--- config.mk ---
export PLATFORM = sky130hd
export DESIGN_NAME = xmem_stretch_ctrl
export DESIGN_NICKNAME = d
export VERILOG_FILES = /design/src/rtl/xms_pkg.sv /design/src/rtl/xms_rst_sync.sv /design/src/rtl/xms_cfg_reg.sv /design/src/rtl/xms_seq.sv /design/src/rtl/xms_strobe.sv /design/src/rtl/xms_dpath.sv /design/src/rtl/xmem_stretch_ctrl.sv
export SDC_FILE = /design/constraint.sdc
export NUM_CORES = 1
export LEC_CHECK = 0
export ABC_CLOCK_PERIOD_IN_PS = 2400
export BUFFER_PORTS_ARGS = -buffer_cell sky130_fd_sc_hd__buf_2
export CAP_MARGIN = 25
export CORE_ASPECT_RATIO = 1.5
export CORE_MARGIN = 5
export CORE_UTILIZATION = 54
export CTS_BUF_LIST = sky130_fd_sc_hd__clkbuf_4 sky130_fd_sc_hd__clkbuf_8
export CTS_CLUSTER_DIAMETER = 30
export DETAILED_ROUTE_END_ITERATION = 8
export GPL_TIMING_DRIVEN = 1
export PLACE_DENSITY = 0.95
export SYNTH_ARGS = -nofsm -noshare
export SYNTH_HDL_FRONTEND = slang
export SYNTH_HIERARCHICAL = 1
export SYNTH_SLANG_ARGS = --single-unit
--- constraint.sdc ---
create_clock -name clk -period 2.4 [get_ports clk]
set_input_delay 0.12 -clock clk [delete_from_list [all_inputs] [get_ports clk]]
set_output_delay 0.12 -clock clk [all_outputs]
set_load 0.05 [all_outputs]
--- src/rtl/xms_pkg.sv ---
package xms_pkg;

  typedef enum logic [1:0] {
    ST_IDLE   = 2'd0,
    ST_ACTIVE = 2'd1,
    ST_DONE   = 2'd2
  } xms_state_e;

  // Address window length in cycles for a given operation and stretch.
  function automatic int unsigned xms_win_len(input logic is_wr, input int unsigned s);
    return is_wr ? (s + 2) : (s + 1);
  endfunction

  // Write strobe length in cycles for a given stretch.
  function automatic int unsigned xms_wr_len(input int unsigned s);
    return (s < 2) ? 1 : s;
  endfunction

endpackage

--- src/rtl/xms_rst_sync.sv ---
module xms_rst_sync (
  input  logic clk,
  input  logic rst_n,
  output logic rst_n_sync
);
  logic [1:0] sync_q;

  always_ff @(posedge clk or negedge rst_n) begin
    if (!rst_n) sync_q <= 2'b00;
    else        sync_q <= {sync_q[0], 1'b1};
  end

  assign rst_n_sync = sync_q[1];
endmodule

--- src/rtl/xms_cfg_reg.sv ---
module xms_cfg_reg #(
  parameter int unsigned CFG_AW        = 8,
  parameter int unsigned DATA_W        = 8,
  parameter int unsigned STRETCH_W     = 3,
  parameter logic [CFG_AW-1:0] CFG_ADDR = 8'h8E,
  parameter int unsigned RESET_STRETCH = 1
) (
  input  logic                 clk,
  input  logic                 rst_n,
  input  logic                 cfg_we,
  input  logic [CFG_AW-1:0]    cfg_addr,
  input  logic [DATA_W-1:0]    cfg_wdata,
  output logic [STRETCH_W-1:0] stretch,
  output logic [DATA_W-1:0]    cfg_rdata
);
  localparam int unsigned PAD_W = DATA_W - STRETCH_W;

  logic                 hit;
  logic [STRETCH_W-1:0] stretch_d, stretch_q;

  assign hit = cfg_we && (cfg_addr == CFG_ADDR);

  always_comb begin
    stretch_d = stretch_q;
    if (hit) stretch_d = cfg_wdata[STRETCH_W-1:0];
  end

  always_ff @(posedge clk or negedge rst_n) begin
    if (!rst_n)   stretch_q <= STRETCH_W'(RESET_STRETCH);
    else if (hit) stretch_q <= stretch_d;
  end

  assign stretch   = stretch_q;
  assign cfg_rdata = {{PAD_W{1'b0}}, stretch_q};
endmodule

--- src/rtl/xms_seq.sv ---
module xms_seq
  import xms_pkg::*;
#(
  parameter int unsigned STRETCH_W = 3,
  parameter int unsigned CNT_W     = STRETCH_W + 1
) (
  input  logic                 clk,
  input  logic                 rst_n,
  input  logic                 req_valid,
  input  logic                 req_write,
  input  logic [STRETCH_W-1:0] stretch,
  output logic                 accept,
  output logic                 active,
  output logic                 op_wr,
  output logic                 last,
  output logic [CNT_W-1:0]     cyc,
  output logic [CNT_W-1:0]     wr_len,
  output logic                 done
);
  xms_state_e       st_d, st_q;
  logic [CNT_W-1:0] cyc_d, cyc_q;
  logic [CNT_W-1:0] len_d, len_q;
  logic [CNT_W-1:0] wlen_d, wlen_q;
  logic             wr_d, wr_q;

  assign active = (st_q == ST_ACTIVE);
  assign done   = (st_q == ST_DONE);
  assign accept = req_valid && !active;
  assign last   = active && (cyc_q == (len_q - 1'b1));

  always_comb begin
    st_d   = st_q;
    cyc_d  = cyc_q;
    len_d  = len_q;
    wlen_d = wlen_q;
    wr_d   = wr_q;
    case (st_q)
      ST_ACTIVE: begin
        if (last) st_d = ST_DONE;
        else      cyc_d = cyc_q + 1'b1;
      end
      default: begin
        if (accept) begin
          st_d   = ST_ACTIVE;
          cyc_d  = '0;
          wr_d   = req_write;
          len_d  = CNT_W'(xms_win_len(req_write, 32'(stretch)));
          wlen_d = CNT_W'(xms_wr_len(32'(stretch)));
        end else begin
          st_d = ST_IDLE;
        end
      end
    endcase
  end

  always_ff @(posedge clk or negedge rst_n) begin
    if (!rst_n) begin
      st_q   <= ST_IDLE;
      cyc_q  <= '0;
      len_q  <= '0;
      wlen_q <= '0;
      wr_q   <= 1'b0;
    end else begin
      st_q  <= st_d;
      cyc_q <= cyc_d;
      if (accept) begin
        len_q  <= len_d;
        wlen_q <= wlen_d;
        wr_q   <= wr_d;
      end
    end
  end

  assign op_wr  = wr_q;
  assign cyc    = cyc_q;
  assign wr_len = wlen_q;
endmodule

--- src/rtl/xms_strobe.sv ---
module xms_strobe #(
  parameter int unsigned CNT_W = 4
) (
  input  logic             active,
  input  logic             op_wr,
  input  logic [CNT_W-1:0] cyc,
  input  logic [CNT_W-1:0] wr_len,
  output logic             rd_en,
  output logic             wr_en
);
  // The write strobe opens on window cycle 1 and covers wr_len cycles.
  logic in_wr_span;

  assign in_wr_span = (cyc != '0) && (cyc <= wr_len);
  assign rd_en      = active && !op_wr;
  assign wr_en      = active && op_wr && in_wr_span;
endmodule

--- src/rtl/xms_dpath.sv ---
module xms_dpath #(
  parameter int unsigned ADDR_W = 16,
  parameter int unsigned DATA_W = 8
) (
  input  logic              clk,
  input  logic              rst_n,
  input  logic              load_en,
  input  logic [ADDR_W-1:0] req_addr,
  input  logic [DATA_W-1:0] req_wdata,
  input  logic              cap_en,
  input  logic [DATA_W-1:0] mem_rdata,
  output logic [ADDR_W-1:0] addr,
  output logic [DATA_W-1:0] wdata,
  output logic [DATA_W-1:0] rdata
);
  logic [ADDR_W-1:0] addr_q;
  logic [DATA_W-1:0] wdata_q, rdata_q;

  always_ff @(posedge clk or negedge rst_n) begin
    if (!rst_n) begin
      addr_q  <= '0;
      wdata_q <= '0;
    end else if (load_en) begin
      addr_q  <= req_addr;
      wdata_q <= req_wdata;
    end
  end

  always_ff @(posedge clk or negedge rst_n) begin
    if (!rst_n)      rdata_q <= '0;
    else if (cap_en) rdata_q <= mem_rdata;
  end

  assign addr  = addr_q;
  assign wdata = wdata_q;
  assign rdata = rdata_q;
endmodule

--- src/rtl/xmem_stretch_ctrl.sv ---
module xmem_stretch_ctrl #(
  parameter int unsigned ADDR_W        = 16,
  parameter int unsigned DATA_W        = 8,
  parameter int unsigned CFG_AW        = 8,
  parameter int unsigned STRETCH_W     = 3,
  parameter logic [CFG_AW-1:0] CFG_ADDR = 8'h8E,
  parameter int unsigned RESET_STRETCH = 1
) (
  input  logic              clk,
  input  logic              rst_n,
  input  logic              cfg_we,
  input  logic [CFG_AW-1:0] cfg_addr,
  input  logic [DATA_W-1:0] cfg_wdata,
  output logic [DATA_W-1:0] cfg_rdata,
  input  logic              req_valid,
  input  logic              req_write,
  input  logic [ADDR_W-1:0] req_addr,
  input  logic [DATA_W-1:0] req_wdata,
  output logic [ADDR_W-1:0] mem_addr,
  output logic              mem_addr_vld,
  output logic              mem_rd,
  output logic              mem_wr,
  output logic [DATA_W-1:0] mem_wdata,
  input  logic [DATA_W-1:0] mem_rdata,
  output logic [DATA_W-1:0] rd_data,
  output logic              xfer_done
);
  localparam int unsigned CNT_W = STRETCH_W + 1;

  logic                 rst_n_i;
  logic [STRETCH_W-1:0] stretch;
  logic                 accept, active, op_wr, last, done;
  logic [CNT_W-1:0]     cyc, wr_len;
  logic                 rd_en, wr_en, cap_en;

  xms_rst_sync u_rst (
    .clk        (clk),
    .rst_n      (rst_n),
    .rst_n_sync (rst_n_i)
  );

  xms_cfg_reg #(
    .CFG_AW(CFG_AW), .DATA_W(DATA_W), .STRETCH_W(STRETCH_W),
    .CFG_ADDR(CFG_ADDR), .RESET_STRETCH(RESET_STRETCH)
  ) u_cfg (
    .clk       (clk),
    .rst_n     (rst_n_i),
    .cfg_we    (cfg_we),
    .cfg_addr  (cfg_addr),
    .cfg_wdata (cfg_wdata),
    .stretch   (stretch),
    .cfg_rdata (cfg_rdata)
  );

  xms_seq #(.STRETCH_W(STRETCH_W), .CNT_W(CNT_W)) u_seq (
    .clk       (clk),
    .rst_n     (rst_n_i),
    .req_valid (req_valid),
    .req_write (req_write),
    .stretch   (stretch),
    .accept    (accept),
    .active    (active),
    .op_wr     (op_wr),
    .last      (last),
    .cyc       (cyc),
    .wr_len    (wr_len),
    .done      (done)
  );

  xms_strobe #(.CNT_W(CNT_W)) u_stb (
    .active (active),
    .op_wr  (op_wr),
    .cyc    (cyc),
    .wr_len (wr_len),
    .rd_en  (rd_en),
    .wr_en  (wr_en)
  );

  assign cap_en = last && rd_en;

  xms_dpath #(.ADDR_W(ADDR_W), .DATA_W(DATA_W)) u_dp (
    .clk       (clk),
    .rst_n     (rst_n_i),
    .load_en   (accept),
    .req_addr  (req_addr),
    .req_wdata (req_wdata),
    .cap_en    (cap_en),
    .mem_rdata (mem_rdata),
    .addr      (mem_addr),
    .wdata     (mem_wdata),
    .rdata     (rd_data)
  );

  assign mem_addr_vld = active;
  assign mem_rd       = rd_en;
  assign mem_wr       = wr_en;
  assign xfer_done    = done;
endmodule

==> results of run 1 <==
==> power breakdown <==
part	internal [mW]	total [mW]	switching, mW	leakage, nW
clock network	0.314	0.611	0.297	0.0548
registers	1.22	1.47	0.241	0.623
logic	0.969	2.74	1.77	0.885
==> placed cells by master, fill, tap and decap left out, drive strengths merged, types with 4 or more instances in the layout <==
cell | Yosys | layout
conb | 3 | 7
nor2 | 5 | 5
ha | 9 | 9
buf | 13 | 91
inv | 12 | 13
xnor2 | 4 | 4
o21ai | 6 | 6
dfrtp | 50 | 50
mux2 | 37 | 37
clkbuf | 1 | 5
nand2 | 11 | 11
==> metal layers <==
layer,global-route usage,vias to the layer above,part of all wire
met5,0,-,0
met4,0.07958,0,0.029
met3,0.03519,12,0.066
met2,0.3035,76,0.55
met1,0.1888,792,0.36
li1,-,802,-
==> state kept, by name, summed over array words and instances (netlist names), 3 cells and up <==
signal	count
u_seq/cyc	4
u_seq/len_q	4
u_dp/rdata	8
u_dp/wdata	8
u_cfg/stretch	3
u_dp/addr	16
u_seq/wr_len	3
==> stage by stage <==
| step | setup TNS (ns) | total power, mW | worst slack, ns |
|---|---|---|---|
| final | 0 | 4.814 | 0.09169 |
| after global routing | 0 | 5.073 | 0.01622 |
| after CTS | 0 | 4.844 | 0.09139 |
| after detailed placement | -0.07382 | 4.221 | -0.01593 |
| after global placement | 0 | 4.120 | 0.1182 |
| after floorplan | 0 | 3.662 | 0.02329 |
==> final cells by class <==
class	count	area, µm²
fillers	364	1454
flip-flops and latches	51	1279
multi-input cells	113	1036
repair buffers	92	478.0
clock buffers	5	68.82
well taps	48	60.06
clock inverters	3	46.29
inverters	12	45.04
==> repair_timing <==
action                                  4_1_cts  5_1_grt
gates resized for setup                       1        0
endpoints found under the hold margin         2        0
endpoints found under the setup margin        8        0
hold buffers                                  1        0
==> final timing paths <==
kind	from	endpoint	slack, ns	depth (start not counted)
setup / recovery	u_seq/len_q[0]	u_dp/rdata[6]	0.09	8
hold / removal	req_wdata[4]	u_dp/wdata[4]	0.03	2
setup reg to reg	u_seq/len_q[0]	u_dp/rdata[6]	0.09	8
hold reg to reg	u_rst/sync_q[1]	u_dp/addr[0]	0.18	0
max in group asynchronous	u_rst/sync_q[1]	u_dp/addr[1]	1.50	1
min in group asynchronous	rst_n	u_rst/sync_q[1]	0.12	2
==> critical path: stages (launching register included) <==
cell	delay, ns
dfrtp_1	0.41
inv_1	0.06
ha_1	0.30
xnor2_1	0.14
nor4b_1	0.33
a22o_2	0.22
and2_2	0.14
and2_2	0.26
mux2_2	0.36
==> cell families (layout without fill, tap and decap cells) <==
logic type / after synthesis / count (layout)
flip-flops: 51 / 51
multiplexers: 38 / 38
AND/OR/NAND/NOR: 34 / 34
buffers and inverters: 26 / 112
AO/OA/AOI/OAI: 18 / 18
adder cells (fa/ha/maj): 9 / 9
XOR/XNOR: 7 / 7
other: 3 / 7
==> flow_metrics.env, run 1 <==
export IMPL_cts_root_buf="clkbuf_8"
export IMPL_port_buffers=86
export IMPL_route_vias_total=1682
export IMPL_grt_use_total=0.1701
export IMPL_peakVddDrop_uv=1048
export IMPL_finalCritPeriodShare=0.9618
export IMPL_fin_cells=324
export IMPL_grt_max_degree=33
export IMPL_place_congestion=0.7855
export IMPL_start_util=0.5524
export IMPL_synth_area_per_cell_um2=13.27
export IMPL_synth_area_leaders="dfrtp_1 (51%), mux2_4 (14%), mux2_2 (6.4%)"
export IMPL_final_nets=337
export IMPL_synthTopCellsByCount="dfrtp_1 (50), mux2_4 (23), mux2_2 (14)"
export IMPL_max_freq_mhz=433.2
export IMPL_synthFlopType="dfrtp_1"
export IMPL_grt_overflow=0
export IMPL_yosys_area_top_type_share=0.5071
export IMPL_die_area_um2=6049
export IMPL_syn_inst=186
export IMPL_hpwlAfterDp_mm=3.932
export IMPL_io_pins=97
export IMPL_clkTransAtPathRegs_ns=0.10
export IMPL_cts_buffer_depth=2
export IMPL_worstPathArrival_ns=2.52
export IMPL_critPathMaxFanout=8
export IMPL_powerDensity_nw_per_um2=1598
export IMPL_rsz0062_at_grt="false"
export IMPL_synth_mux_area_frac=0.2079
export IMPL_synth_most_common_cell="dfrtp_1"
export IMPL_drc_errors=0
export IMPL_synth_top_family_by_area="multiplexers"
export IMPL_die_h_um=92.79
export IMPL_netlist_area_um2=2467
export IMPL_synth_cell_types=40
export IMPL_antenna_found_initial=0
export IMPL_hold_class="primary input to flip-flop"
export IMPL_cts_sinks=51
export IMPL_grt_pass1_wl_mm=7.997
export IMPL_drtPass1Iterations=4
export IMPL_htreeDepth=2
export IMPL_synthSimpleGateAreaFrac=0.07809
export IMPL_drt_iter0_drc=75
export IMPL_post_route_util=0.6745
export IMPL_synth_top_area_cell="dfrtp_1"
export IMPL_first_global_vias=1809
export IMPL_cts_made_buffers=5
export IMPL_status="finished, final reports clean"
export IMPL_min_period_ns=2.308
export IMPL_die_w_um=65.19
export IMPL_wire_per_inst_um=15.17
export IMPL_worstPathRequired_ns=2.61
export IMPL_synth_edf_count=0
export IMPL_ant_nets=0
export IMPL_areaGrowthSynthToFinish_pct=22.11
export IMPL_startpoint_type="flip-flop"
export IMPL_wirelength_mm=4.915
export IMPL_drive_above_1_share=0.5290
export IMPL_finClkSkew_ns=0.01134
export IMPL_end_kind="flip-flop"
export IMPL_vias_per_cell=5.191
export IMPL_leakage_nw=1.563
export IMPL_synthAdderAreaFrac=0.04564
export IMPL_dp_cells=315
export IMPL_ys_ff_latch=51
export IMPL_yosys_warnings=6
export IMPL_drv_slew=0
export IMPL_clk_latency_ns=0.31
export IMPL_cts_setup_buffers=0
export IMPL_setup_violations=0
export IMPL_design_core_area_um2=4467
export IMPL_finalHoldViolCount=0
export IMPL_fin_area_um2=3013
export IMPL_synth_compound_area_share=0.05122
export IMPL_synth_async_reset_ratio=1.000
export IMPL_std_cell_rows=30
export IMPL_synth_xor_area_frac=0.02485
export IMPL_timing_hold_ws_ns=0.02928
export IMPL_maxCapViolations=0
export IMPL_cts_tree="built"
export IMPL_critical_path_class="flip-flop to flip-flop"
export IMPL_synth_seq_area_share=0.5177
export IMPL_dpl_cell_area_um2=2887
export IMPL_n_antenna_cell=0
No activity file was read; power rests on OpenSTA's default activity.
==> inputs of run 2 (changes only) <==
--- a/config.mk
+++ b/config.mk
@@ -5,12 +5,13 @@
 export SDC_FILE = /design/constraint.sdc
 export NUM_CORES = 1
 export LEC_CHECK = 0
+export ABC_AREA = 1
 export ABC_CLOCK_PERIOD_IN_PS = 2400
 export BUFFER_PORTS_ARGS = -buffer_cell sky130_fd_sc_hd__buf_2
 export CAP_MARGIN = 25
 export CORE_ASPECT_RATIO = 1.5
 export CORE_MARGIN = 5
-export CORE_UTILIZATION = 54
+export CORE_UTILIZATION = 55
 export CTS_BUF_LIST = sky130_fd_sc_hd__clkbuf_4 sky130_fd_sc_hd__clkbuf_8
 export CTS_CLUSTER_DIAMETER = 30
 export DETAILED_ROUTE_END_ITERATION = 8
==> flow_metrics.env, run 2 <==
export IMPL_max_freq_mhz=509.3
export IMPL_clk_latency_ns=0.30
export IMPL_setup_violations=0
export IMPL_die_w_um=66.17
export IMPL_critical_path_class="flip-flop to flip-flop"
export IMPL_htreeDepth=2
export IMPL_areaGrowthSynthToFinish_pct=20.43
export IMPL_slowest_delay_ns=0.39
export IMPL_p_switching_mw=2.354
export IMPL_power_switching_share=0.5193
export IMPL_synth_area_leaders="dfrtp_1 (48%), nand2_1 (19%), inv_1 (4.6%)"
export IMPL_design_core_area_um2=4542
export IMPL_tightest_slew_ns=0.5459
export IMPL_drc_errors=0
export IMPL_synth_cell_types=32
export IMPL_crit_top_cell="inv_1"
export IMPL_finalHoldViolCount=0
export IMPL_synth_top_area_cell="dfrtp_1"
export IMPL_synthTopCellsByCount="nand2_1 (130), dfrtp_1 (50), inv_1 (32)"
export IMPL_first_global_vias=2156
export IMPL_synth_area_per_cell_um2=8.368
export IMPL_cts_buffer_depth=2
export IMPL_cts_made_buffers=5
export IMPL_critPathBufInv=4
export IMPL_vias_per_cell=4.722
export IMPL_drive_above_1_share=0.3207
export IMPL_pre_cts_ws_ns=0.4570
export IMPL_setup_slack_ns=0.4367
export IMPL_yosys_area_top_type_share=0.4808
export IMPL_yosys_warnings=6
export IMPL_cts_tree="built"
export IMPL_end_kind="flip-flop"
export IMPL_fillCellCount=385
export IMPL_die_h_um=94.25
export IMPL_powerDensity_nw_per_um2=1446
export IMPL_drtPass1Iterations=4
export IMPL_synth_seq_area_share=0.4909
export IMPL_min_period_ns=1.963
export IMPL_final_common_cell="nand2_1"
export IMPL_status="finished, final reports clean"
export IMPL_cts_resized=0
export IMPL_multi_input_area_um2=1045
export IMPL_wire_per_inst_um=11.50
export IMPL_netlist_area_um2=2602
export IMPL_layout_common_cells="nand2_1 (130), buf_2 (86), dfrtp_1 (49), inv_1 (32), nand2_2 (15)"
export IMPL_leakage_nw=1.844
export IMPL_antenna_found_initial=0
export IMPL_largest_reg_flops=16
export IMPL_port_buffers=86
export IMPL_startpoint_type="flip-flop"
export IMPL_synthFlopType="dfrtp_1"
export IMPL_fin_total_pwr_mw=4.533
export IMPL_clkTransAtPathRegs_ns=0.09
export IMPL_drv_slew=0
export IMPL_worstPathRequired_ns=2.59
export IMPL_grt_max_degree=34
export IMPL_start_util=0.5730
export IMPL_route_vias_total=2172
export IMPL_hpwlAfterDp_mm=4.124
export IMPL_synth_most_common_cell="nand2_1"
export IMPL_crit_slowest_cell="dfrtp_1"
export IMPL_grt_pass1_wl_mm=8.942
export IMPL_maxCapViolations=0
export IMPL_ant_nets=0
export IMPL_rsz0062_at_grt="false"
export IMPL_dp_cells=451
export IMPL_synth_edf_count=0
export IMPL_ys_ff_latch=51
export IMPL_wirelength_mm=5.288
export IMPL_hold_class="primary input to flip-flop"
export IMPL_finClkSkew_ns=0.006636
export IMPL_peakVddDrop_uv=791.2
export IMPL_p_clk_frac=0.136
export IMPL_io_pins=97
export IMPL_fin_cells=460
export IMPL_cts_setup_buffers=0
export IMPL_grt_overflow=0
export IMPL_seqCellArea_um2=1279
export IMPL_grt_use_total=0.1827
export IMPL_seq_power_share=0.320
export IMPL_relSlewSlack=0.6361
export IMPL_final_nets=457
export IMPL_post_route_util=0.6901
export IMPL_std_cell_rows=30
export IMPL_internal_power_mw=2.179
export IMPL_worstPathArrival_ns=2.16
export IMPL_n_antenna_cell=0
export IMPL_drt_iter0_drc=78
export IMPL_finalCritPeriodShare=0.8181
export IMPL_comb_power_share=0.544
export IMPL_cts_root_buf="clkbuf_8"
export IMPL_place_congestion=0.8313
export IMPL_die_area_um2=6236
export IMPL_cp_top_family="buffers and inverters"
export IMPL_finalSetupTns_ns=0
export IMPL_syn_inst=311
export IMPL_synth_async_reset_ratio=1.000
export IMPL_critPathMaxFanout=9
export IMPL_cts_sinks=51
export IMPL_worstPathCellList="inv_1 -> ha_1 -> xnor2_1 -> nor2_2 -> nand3_2 -> inv_1 -> nand2_1 -> inv_1 -> inv_1 -> nand2_1 -> nand2_1"
[run 2: repair_timing]
action / 4_1_cts / 5_1_grt
endpoints found under the setup margin: 0 / 0
hold endpoints to repair: 2 / 0
hold buffers: 1 / 0
[run 2: final timing paths]
check | start | end | slack, ns | depth (start not counted)
worst max-delay path | u_seq/len_q[0] | u_dp/rdata[1] | 0.44 | 11
worst min-delay path | req_addr[15] | u_dp/addr[15] | 0.01 | 3
worst max register to register | u_seq/len_q[0] | u_dp/rdata[1] | 0.44 | 11
worst min register to register | u_rst/sync_q[1] | u_dp/addr[7] | 0.25 | 0
max in group asynchronous | u_rst/sync_q[1] | u_cfg/stretch[0] | 1.55 | 1
min in group asynchronous | rst_n | u_rst/sync_q[0] | 0.14 | 2
[run 2: through the flow]
stage / hold slack [ns] / instance area (µm²)
4_1_cts: 0.004829 / 3134
6_report: 0.01302 / 3134
3_3_place_gp: -0.09302 / 3003
2_1_floorplan: -0.1756 / 2618
5_1_grt: 0.006145 / 3134
3_5_place_dp: -0.09396 / 3003
[run 2: power by group through the flow]
| stage | clock, mW | combinational, mW | sequential (mW) |
|---|---|---|---|
| after floorplan | 0 | 1.09 | 2.35 |
| after global placement | 0 | 2.39 | 1.46 |
| after detailed placement | 0 | 2.48 | 1.46 |
| after CTS | 0.639 | 2.48 | 1.45 |
| after global routing | 0.669 | 2.69 | 1.51 |
| final | 0.618 | 2.46 | 1.45 |
[run 2: cell type report]
cell class / instances / area share
Tap cell: 64 / 0.02555
Clock inverter: 2 / 0.01238
Clock buffer: 6 / 0.02635
Timing Repair Buffer: 88 / 0.1469
Inverter: 37 / 0.04750
Multi-Input combinational cell: 212 / 0.3333
Sequential cell: 51 / 0.4080
[run 2: cells by family (layout without fill, tap and decap cells)]
family | after synthesis | count (layout) | share of synthesized area
other | 3 | 7 | 0.004327
XOR/XNOR | 4 | 4 | 0.01346
AO/OA/AOI/OAI | 12 | 12 | 0.02692
flip-flops | 51 | 51 | 0.4909
adder cells (fa/ha/maj) | 9 | 9 | 0.04327
AND/OR/NAND/NOR | 180 | 180 | 0.3077
buffers and inverters | 52 | 133 | 0.1135
[run 2: per-layer routing]
| layer | GRT usage | vias up | routed length [µm] |
|---|---|---|---|
| li1 | - | 1091 | - |
| met1 | 0.1818 | 1001 | 1867 |
| met2 | 0.3480 | 67 | 2982 |
| met3 | 0.04551 | 13 | 295 |
| met4 | 0.07288 | 0 | 142 |
| met5 | 0 | - | 0 |
[run 2: tightest hold or removal path, stage by stage]
cell	delay, ns
buf_2	0.07
nand2_1	0.04
nand2_1	0.05
==> inputs of run 3 (changes only) <==
--- a/config.mk
+++ b/config.mk
@@ -6,17 +6,17 @@
 export NUM_CORES = 1
 export LEC_CHECK = 0
 export ABC_AREA = 1
-export ABC_CLOCK_PERIOD_IN_PS = 2400
+export ABC_CLOCK_PERIOD_IN_PS = 1990
 export BUFFER_PORTS_ARGS = -buffer_cell sky130_fd_sc_hd__buf_2
 export CAP_MARGIN = 25
 export CORE_ASPECT_RATIO = 1.5
 export CORE_MARGIN = 5
-export CORE_UTILIZATION = 55
+export CORE_UTILIZATION = 51
 export CTS_BUF_LIST = sky130_fd_sc_hd__clkbuf_4 sky130_fd_sc_hd__clkbuf_8
 export CTS_CLUSTER_DIAMETER = 30
 export DETAILED_ROUTE_END_ITERATION = 8
 export GPL_TIMING_DRIVEN = 1
-export PLACE_DENSITY = 0.95
+export PLACE_DENSITY = 0.91
 export SYNTH_ARGS = -nofsm -noshare
 export SYNTH_HDL_FRONTEND = slang
 export SYNTH_HIERARCHICAL = 1
==> constraint.sdc (replaced) <==
create_clock -name clk -period 1.99 [get_ports clk]
set_input_delay 0.0995 -clock clk [delete_from_list [all_inputs] [get_ports clk]]
set_output_delay 0.0995 -clock clk [all_outputs]
set_load 0.05 [all_outputs]
==> flow_metrics.env, run 3 (synthesized netlist as in run 2, its figures left out) <==
export IMPL_design_core_area_um2=5045
export IMPL_crit_path_end="mem_wr"
export IMPL_cp_top_family="flip-flops"
export IMPL_fin_area_um2=3422
export IMPL_worst_path_stages=6
export IMPL_relSlewSlack=0.6054
export IMPL_peakVddDrop_uv=1077
export IMPL_max_freq_mhz=541.4
export IMPL_finalCritPeriodShare=0.9282
export IMPL_io_pins=97
export IMPL_dp_cells=456
export IMPL_setup_violations=0
export IMPL_post_route_util=0.6783
export IMPL_finalHoldViolCount=0
export IMPL_setup_slack_ns=0.1430
export IMPL_route_vias_total=2299
export IMPL_drv_slew=0
export IMPL_holdPathStages=3
export IMPL_worstPathArrival_ns=1.75
export IMPL_finalSetupTns_ns=0
export IMPL_dpl_cell_area_um2=3018
export IMPL_clkTransAtPathRegs_ns=0.09
export IMPL_crit_slowest_cell="dfrtp_1"
export IMPL_crit_start="u_seq/cyc[3]"
export IMPL_cts_root_buf="clkbuf_8"
export IMPL_tightest_slew_ns=0.5919
export IMPL_grt_pass1_wl_mm=9.901
export IMPL_fin_total_pwr_mw=5.456
export IMPL_drive_above_1_share=0.3044
export IMPL_worstPathCellList="ha_1 -> nand2_1 -> inv_1 -> nand3_1 -> a21oi_1 -> buf_2"
export IMPL_cts_sinks=51
export IMPL_regToRegSetupSlack_ns=0.28
export IMPL_die_area_um2=6661
export IMPL_largest_reg_flops=16
export IMPL_timing_hold_ws_ns=0.01150
export IMPL_pre_cts_ws_ns=0.2698
export IMPL_rr_worst_depth=11
export IMPL_critical_path_class="flip-flop to primary output"
export IMPL_std_cell_rows=32
export IMPL_rsz0062_at_grt="false"
export IMPL_port_buffers=86
export IMPL_start_util=0.5159
export IMPL_drt_iter0_drc=113
export IMPL_r2r_end="u_dp/rdata[3]"
export IMPL_worstPathRequired_ns=1.89
export IMPL_startpoint_type="flip-flop"
export IMPL_finClkSkew_ns=0.007289
export IMPL_leakage_nw=1.965
export IMPL_antenna_found_initial=0
export IMPL_cts_resized=0
export IMPL_slowest_delay_ns=0.49
export IMPL_status="finished, final reports clean"
export IMPL_fin_cells=495
export IMPL_cts_made_buffers=5
export IMPL_first_global_vias=2277
export IMPL_vias_per_cell=4.644
export IMPL_r2r_start="u_seq/len_q[0]"
export IMPL_critPathMaxFanout=7
export IMPL_grt_max_degree=34
export IMPL_htreeDepth=2
export IMPL_drtPass1Iterations=4
export IMPL_die_h_um=97.49
export IMPL_hpwlAfterDp_mm=4.148
export IMPL_grt_use_total=0.1913
export IMPL_end_kind="primary output"
export IMPL_die_w_um=68.33
export IMPL_powerDensity_nw_per_um2=1594
export IMPL_areaGrowthSynthToFinish_pct=31.49
export IMPL_drc_errors=0
export IMPL_n_antenna_cell=0
export IMPL_wire_per_inst_um=12.11
export IMPL_grt_overflow=0
export IMPL_final_common_cell="nand2_1"
export IMPL_final_nets=488
export IMPL_cts_buffer_depth=2
export IMPL_cts_tree="built"
export IMPL_critPathBufInv=2
export IMPL_layout_common_cells="nand2_1 (130), buf_2 (86), dfrtp_1 (49), inv_1 (32), dlygate4sd3_1 (30)"
export IMPL_ant_nets=0
export IMPL_wirelength_mm=5.994
export IMPL_maxCapViolations=0
export IMPL_place_congestion=0.8343
export IMPL_clk_latency_ns=0.30
export IMPL_hold_class="primary input to flip-flop"
export IMPL_min_period_ns=1.847
[run 3: changes by cell type in the layout (fill, tap and decap cells not counted), sizes merged]
cell,change
dlygate4sd3,+29
buf,+2
bufinv,-1
clkinv,+1
[run 3: layout make-up]
cell class / instances / area [µm²]
clock inverter: 2 / 13.76
inverter: 37 / 148.9
fill: 407 / 1623
multi-input combinational: 212 / 1047
sequential: 51 / 1279
tap: 68 / 85.08
clock buffer: 6 / 82.58
timing repair buffer: 119 / 765.7
[run 3: power by group]
| part | switching [mW] | leakage (nW) | internal [mW] |
|---|---|---|---|
| clock network | 0.338 | 0.0516 | 0.285 |
| registers | 0.317 | 0.632 | 1.45 |
| logic | 2.25 | 1.28 | 0.819 |
| total | 2.90 | 1.97 | 2.56 |
[run 3: how the worst min path moves through the flow]
stage                       startpoint          endpoint
final                     cfg_wdata[0]  u_cfg/stretch[0]
after global routing      req_wdata[1]     u_dp/wdata[1]
after CTS                  req_addr[1]      u_dp/addr[1]
after detailed placement         rst_n   u_rst/sync_q[0]
after global placement           rst_n   u_rst/sync_q[0]
after floorplan                  rst_n   u_rst/sync_q[0]
[run 3: repair_timing]
action                                  CTS  global route
hold buffers                             30             0
buffers inserted                          0             1
endpoints found under the hold margin    31             0
endpoints found under the setup margin    0             1
[run 3: worst register-to-register path, delay by kind of cell, from the launching register on]
| kind | cells | cell delay, ns |
|---|---|---|
| flip-flops | 1 | 0.37 |
| buffers and inverters | 4 | 0.35 |
| AND/OR/NAND/NOR | 5 | 0.40 |
| adder cells (fa/ha/maj) | 1 | 0.31 |
| XOR/XNOR | 1 | 0.23 |
[run 3: layer usage]
| metal | vias to the layer above | track usage | part of all wire | wire [µm] |
|---|---|---|---|---|
| li1 | 1158 | - | - | - |
| met1 | 1054 | 0.1965 | 0.35 | 2106 |
| met2 | 78 | 0.3536 | 0.57 | 3420 |
| met3 | 9 | 0.05324 | 0.064 | 386 |
| met4 | 0 | 0.06126 | 0.013 | 80 |
| met5 | - | 0 | 0 | 0 |
